[config.mk]
export PLATFORM = sky130hd
export DESIGN_NAME = pt_walker
export DESIGN_NICKNAME = d
export VERILOG_FILES = /design/src/rtl/pt_walk_pkg.sv /design/src/rtl/ptw_field_split.sv /design/src/rtl/ptw_addr_gen.sv /design/src/rtl/ptw_fsm.sv /design/src/rtl/pt_walker.sv
export SDC_FILE = /design/constraint.sdc
export NUM_CORES = 1
export LEC_CHECK = 0
export ABC_AREA = 1
export BUFFER_PORTS_ARGS = -buffer_cell sky130_fd_sc_hd__buf_2
export CAP_MARGIN = 10
export CORE_AREA = 2 2 142 144
export DETAILED_ROUTE_END_ITERATION = 16
export DIE_AREA = 0 0 144 146
export MAX_ROUTING_LAYER = met4
export PLACE_DENSITY = 0.72
export SKIP_CTS_REPAIR_TIMING = 1
export SYNTH_ARGS = -nofsm -noshare
export SYNTH_HDL_FRONTEND = slang
export SYNTH_HIERARCHICAL = 1
export SYNTH_SLANG_ARGS = --single-unit
export TNS_END_PERCENT = 5
[constraint.sdc]
create_clock -name clk -period 2.1 [get_ports clk]
set_input_delay 0.21 -clock clk [delete_from_list [all_inputs] [get_ports clk]]
set_output_delay 0.21 -clock clk [all_outputs]
set_load 0.05 [all_outputs]
[src/rtl/pt_walk_pkg.sv]
package pt_walk_pkg;

   typedef enum logic [2:0] {
      ST_IDLE    = 3'd0,
      ST_L1_REQ  = 3'd1,
      ST_L1_WAIT = 3'd2,
      ST_L2_REQ  = 3'd3,
      ST_L2_WAIT = 3'd4,
      ST_DONE    = 3'd5
   } walk_state_t;

endpackage

[src/rtl/ptw_field_split.sv]
module ptw_field_split #(
   parameter int VA_W  = 32,
   parameter int L1_W  = 12,
   parameter int L2_W  = 8,
   parameter int OFF_W = 12
) (
   input  logic [VA_W-1:0]  va,
   output logic [L1_W-1:0]  l1_idx,
   output logic [L2_W-1:0]  l2_idx,
   output logic [OFF_W-1:0] offset
);
   localparam int L2_LO = OFF_W;
   localparam int L1_LO = OFF_W + L2_W;

   if (L1_W + L2_W + OFF_W != VA_W) begin : g_bad_split
      $error("field widths must sum to the virtual address width");
   end

   assign offset = va[OFF_W-1:0];
   assign l2_idx = va[L1_LO-1:L2_LO];
   assign l1_idx = va[VA_W-1:L1_LO];
endmodule

[src/rtl/ptw_addr_gen.sv]
module ptw_addr_gen #(
   parameter int PA_W  = 30,
   parameter int IDX_W = 12,
   parameter int SHIFT = 2
) (
   input  logic [PA_W-1:0]  base,
   input  logic [IDX_W-1:0] idx,
   output logic [PA_W-1:0]  addr
);
   localparam int SC_W = IDX_W + SHIFT;

   logic [PA_W-1:0] scaled;

   if (SC_W >= PA_W) begin : g_bad_width
      $error("scaled index must be narrower than the physical address");
   end

   if (SHIFT == 0) begin : g_unscaled
      assign scaled = {{(PA_W-SC_W){1'b0}}, idx};
   end else begin : g_scaled
      assign scaled = {{(PA_W-SC_W){1'b0}}, idx, {SHIFT{1'b0}}};
   end

   assign addr = base + scaled;
endmodule

[src/rtl/ptw_fsm.sv]
module ptw_fsm
   import pt_walk_pkg::*;
(
   input  logic        clk,
   input  logic        rst_n,
   input  logic        req_valid,
   input  logic        mem_ready,
   input  logic        mem_rvalid,
   input  logic        present,
   input  logic        rsp_ready,
   output walk_state_t state,
   output logic        req_ready,
   output logic        mem_req,
   output logic        lvl2_sel,
   output logic        rsp_valid,
   output logic        cap_va,
   output logic        cap_l1,
   output logic        cap_l2,
   output logic        set_fault
);
   walk_state_t nxt;

   always_comb begin
      nxt = state;
      case (state)
         ST_IDLE:    if (req_valid) nxt = ST_L1_REQ;
         ST_L1_REQ:  if (mem_ready) nxt = ST_L1_WAIT;
         ST_L1_WAIT: if (mem_rvalid) nxt = present ? ST_L2_REQ : ST_DONE;
         ST_L2_REQ:  if (mem_ready) nxt = ST_L2_WAIT;
         ST_L2_WAIT: if (mem_rvalid) nxt = ST_DONE;
         ST_DONE:    if (rsp_ready) nxt = ST_IDLE;
         default:    nxt = ST_IDLE;
      endcase
   end

   always_ff @(posedge clk) begin
      if (!rst_n) state <= ST_IDLE;
      else        state <= nxt;
   end

   assign req_ready = (state == ST_IDLE);
   assign rsp_valid = (state == ST_DONE);
   assign mem_req   = (state == ST_L1_REQ) || (state == ST_L2_REQ);
   assign lvl2_sel  = (state == ST_L2_REQ);
   assign cap_va    = req_ready && req_valid;
   assign cap_l1    = (state == ST_L1_WAIT) && mem_rvalid && present;
   assign cap_l2    = (state == ST_L2_WAIT) && mem_rvalid && present;
   assign set_fault = ((state == ST_L1_WAIT) || (state == ST_L2_WAIT)) && mem_rvalid && !present;

   // the second-level request only follows a returned top-level read
   a_r4_l2_after_l1: assert property (@(posedge clk) disable iff (!rst_n)
      $rose(lvl2_sel) |-> $past(state) == ST_L1_WAIT);

   // one walk at a time
   a_r9_single_walk: assert property (@(posedge clk) disable iff (!rst_n)
      req_ready |-> (!mem_req && !rsp_valid));

   // response is held until it is taken
   a_r9_rsp_hold: assert property (@(posedge clk) disable iff (!rst_n)
      (rsp_valid && !rsp_ready) |=> rsp_valid);
endmodule

[src/rtl/pt_walker.sv]
module pt_walker
   import pt_walk_pkg::*;
#(
   parameter int VA_W   = 32,
   parameter int L1_W   = 12,
   parameter int L2_W   = 8,
   parameter int OFF_W  = 12,
   parameter int PA_W   = 30,
   parameter int ENT_W  = 32,
   parameter int PPN_W  = 18,
   parameter int PRES_B = 31
) (
   input  logic             clk,
   input  logic             rst_n,
   input  logic             root_we,
   input  logic [PA_W-1:0]  root_wdata,
   input  logic             req_valid,
   output logic             req_ready,
   input  logic [VA_W-1:0]  req_va,
   output logic             rsp_valid,
   input  logic             rsp_ready,
   output logic [PA_W-1:0]  rsp_pa,
   output logic             rsp_fault,
   output logic             mem_req,
   input  logic             mem_ready,
   output logic [PA_W-1:0]  mem_addr,
   input  logic             mem_rvalid,
   input  logic [ENT_W-1:0] mem_rdata
);
   localparam int SHIFT = $clog2(ENT_W / 8);

   if (PPN_W + OFF_W != PA_W) begin : g_bad_pa
      $error("page number plus offset must fill the physical address");
   end
   if (PRES_B >= ENT_W || PA_W > PRES_B || PPN_W > PRES_B) begin : g_bad_entry
      $error("present flag must sit above the address fields of an entry");
   end

   walk_state_t      state;
   logic             lvl2_sel, cap_va, cap_l1, cap_l2, set_fault;
   logic [VA_W-1:0]  va_q;
   logic [PA_W-1:0]  root_q, l2_base_q, l1_addr, l2_addr;
   logic [PPN_W-1:0] ppn_q;
   logic             fault_q;
   logic [L1_W-1:0]  l1_idx;
   logic [L2_W-1:0]  l2_idx;
   logic [OFF_W-1:0] offset;
   logic             unused_bits;

   assign unused_bits = ^mem_rdata;

   ptw_fsm u_fsm (
      .clk       (clk),
      .rst_n     (rst_n),
      .req_valid (req_valid),
      .mem_ready (mem_ready),
      .mem_rvalid(mem_rvalid),
      .present   (mem_rdata[PRES_B]),
      .rsp_ready (rsp_ready),
      .state     (state),
      .req_ready (req_ready),
      .mem_req   (mem_req),
      .lvl2_sel  (lvl2_sel),
      .rsp_valid (rsp_valid),
      .cap_va    (cap_va),
      .cap_l1    (cap_l1),
      .cap_l2    (cap_l2),
      .set_fault (set_fault)
   );

   ptw_field_split #(.VA_W(VA_W), .L1_W(L1_W), .L2_W(L2_W), .OFF_W(OFF_W)) u_split (
      .va    (va_q),
      .l1_idx(l1_idx),
      .l2_idx(l2_idx),
      .offset(offset)
   );

   ptw_addr_gen #(.PA_W(PA_W), .IDX_W(L1_W), .SHIFT(SHIFT)) u_l1_addr (
      .base(root_q),
      .idx (l1_idx),
      .addr(l1_addr)
   );

   ptw_addr_gen #(.PA_W(PA_W), .IDX_W(L2_W), .SHIFT(SHIFT)) u_l2_addr (
      .base(l2_base_q),
      .idx (l2_idx),
      .addr(l2_addr)
   );

   assign mem_addr = lvl2_sel ? l2_addr : l1_addr;

   always_ff @(posedge clk) begin
      if (!rst_n) begin
         root_q    <= '0;
         va_q      <= '0;
         l2_base_q <= '0;
         ppn_q     <= '0;
         fault_q   <= 1'b0;
      end else begin
         if (root_we && state == ST_IDLE) root_q <= root_wdata;
         if (cap_va) begin
            va_q    <= req_va;
            ppn_q   <= '0;
            fault_q <= 1'b0;
         end
         if (cap_l1)    l2_base_q <= mem_rdata[PA_W-1:0];
         if (cap_l2)    ppn_q     <= mem_rdata[PPN_W-1:0];
         if (set_fault) fault_q   <= 1'b1;
      end
   end

   assign rsp_pa    = {ppn_q, offset};
   assign rsp_fault = fault_q;

   // address phase is held until accepted
   a_r8_req_held: assert property (@(posedge clk) disable iff (!rst_n)
      (mem_req && !mem_ready) |=> (mem_req && $stable(mem_addr)));

   // root pointer is frozen while a walk runs
   a_r10_root_locked: assert property (@(posedge clk) disable iff (!rst_n)
      (state != ST_IDLE) |=> $stable(root_q));

   // the page offset passes through untranslated
   a_r5_offset_pass: assert property (@(posedge clk) disable iff (!rst_n)
      rsp_valid |-> rsp_pa[OFF_W-1:0] == va_q[OFF_W-1:0]);

   // the response does not change while it waits
   a_r9_rsp_stable: assert property (@(posedge clk) disable iff (!rst_n)
      (rsp_valid && !rsp_ready) |=> ($stable(rsp_pa) && $stable(rsp_fault)));
endmodule

==> results.yml <==
yosys:
  synth_area_per_cell_um2: 6.34
  synth_area_leaders: "dfxtp_1 (30%), nand2_1 (16%), nor2_1 (10%)"
  synth_ff_type: "dfxtp_1"
  synth_warnings: 6
  synth_cell_type_count: 36
  syn_nets: 1329
  synth_edf_count: 0
  yosysSeqAreaShare_pct: 29.8
  netlist_area_um2: 7650
  synthArstFlopShare_pct: 0
  synth_area_leader_cell: "dfxtp_1"
  yosys_register_bits: 114
  synth_top_cell_area_share_pct: 29.8
  syn_inst: 1206
placement:
  dp_cells: 1617
  detailed_place_hpwl_um: 16800
  port_buffers: 163
  place.gp.congestion: 0.947
  place_area_um2: 8860
worst_setup_path:
  cp-start-kind: "register"
  required_ps: 1890
  worst-setup-path-type: "reg2out"
  cp_max_fo: 3
  endpoint_kind: "output pin"
  arrival_ps: 2360
floorplan:
  ios: 165
  start_util_pct: 39.6
  coreArea_um2: 19300
  die_w_um: 144
  die_y_um: 146
  row_count: 51
  die-area_um2: 21000
clocking:
  clk_latency_ps: 420
  clkTransAtPathRegs_ps: 70
  cts_num_sinks: 114
  cts_tree: "done"
  cts_buffer_depth: 2
  cts_buffers: 17
  root_buffer: "clkbuf_16"
  cts.htree.levels: 4
timing:
  post-route-min-period_ps: 2570
  worst_pin_slew_ps: 588
  hold_viol: 0
  finalWorstSetupSlack_ps: -475
  rsz0062_at_grt: "yes"
  period_share_pct: 123
  maxSlewViolCount: 0
  slew_headroom_pct: 60.8
  finClkSkew_ps: 10.5
  setup_viol: 28
  fmax_mhz: 388
  setup_tns_ps: -10200
grt:
  grt_max_degree: 61
  grt_antenna_before_repair: 2
  grt-ovfl-total: 0
  grt_pass1_vias: 7297
  grt_pass1_wl_um: 35000
  grt_usage_pct: 21.4
run:
  max-cap-violations: 0
power:
  irDropWorstVdd_mv: 1.39
  p_leak_nw: 5.12
  power_density_nw_per_um2: 1230
  total_power_w: 0.0123
min_path:
  hp-class: "in2reg"
detailed_routing:
  route.detailed.drc: 0
  antenna_left: 0
  avgRoutedWirePerCell_um: 13.3
  via_per_inst: 4.75
  routed_wl_um: 21900
  firstDrtPassIters: 5
  drt_iter0_markers: 409
  vias: 7850
layout:
  mostFrequentLayoutCells: "nand2_1 (307), nor2_1 (199), buf_2 (142)"
  stdcell_area_um2: 9960
  fin_util_pct: 51.5
  instances_no_fill: 1653
  drive_gt1_share_pct: 29.7
  final_nets: 1496
  final_common_cell: "nand2_1"
  area_growth_pct: 30.2
status:
  status: "finished with violations"
  violations: "negative setup slack"
## cells by family (layout without fill, tap and decap cells)
family	after synthesis	count (layout)	synth area share (%)
simple gates	674	674	37.2
compound gates	125	125	8.73
mux	30	30	4.42
other cells	0	2	0
buf+inv	218	398	13.4
xor+xnor	23	23	2.63
flops	114	114	29.8
fa+ha+maj	22	22	3.79
## registers in the layout, indices dropped and copies added (netlist names)
| register | flops |
|---|---|
| rsp_fault | 1 |
| ppn_q | 18 |
| u_fsm/state | 3 |
| l2_base_q | 30 |
| va_q | 32 |
| root_q | 30 |
## layout make-up
type	count	area (um^2)
clock inverters	12	120
clock buffers	20	467
multi-input cells	874	4770
fillers	1963	9380
flip-flops and latches	114	2300
inverters	141	532
diodes	2	5.00
well taps	265	332
repair buffers	225	1430
## where the power goes
part           internal [W]  total, W  leakage, nW  switching, W
logic               0.00231   0.00626         3.91       0.00396
registers           0.00266   0.00319        0.938      0.000525
clock network       0.00174   0.00283        0.272       0.00110
total               0.00671    0.0123         5.12       0.00558
## cell usage after synthesis, types with 14 or more instances
master,n
buf_2,26
a21oi_1,47
dfxtp_1,114
xor2_1,22
ha_1,20
nand2_1,317
buf_4,36
mux2_2,30
inv_2,14
o21ai_0,64
nor2_1,203
inv_1,127
nand3_1,88
## metrics by stage
step | hold WS (ps) | setup WS [ps]
2_1_floorplan | 330 | -37.3
4_1_cts | -7.18 | -608
5_1_grt | 1.09 | -600
3_3_place_gp | 431 | -119
3_5_place_dp | 437 | -152
6_report | 7.81 | -475
## worst max-delay path, stage by stage, from the launching register on
cell     delay (ps)
dfxtp_2         320
ha_2            190
fa_2            350
buf_4           150
nand3_1         100
nand3_2         150
nand2_2         100
nand2_1          50
nand2_1          50
nand2_1          40
mux2_2          260
buf_4           190
## layer usage
layer	global-route usage [%]	part of all wire [%]	routed length, um
met5	-	0	0
met4	6.67	1.8	385
met3	6.22	6.9	1510
met2	33.0	46	10000
met1	27.1	46	10000
## worst paths after layout
path	cells past startpoint	end	slack, ps	from
worst max-delay path	11	mem_addr[28]	-470	root_q[2]
worst min-delay path	3	va_q[21]	8	req_va[21]
worst max register to register	6	va_q[26]	390	u_fsm/state[1]
worst min register to register	2	ppn_q[2]	460	ppn_q[2]
(Power assumes the default switching activity.)
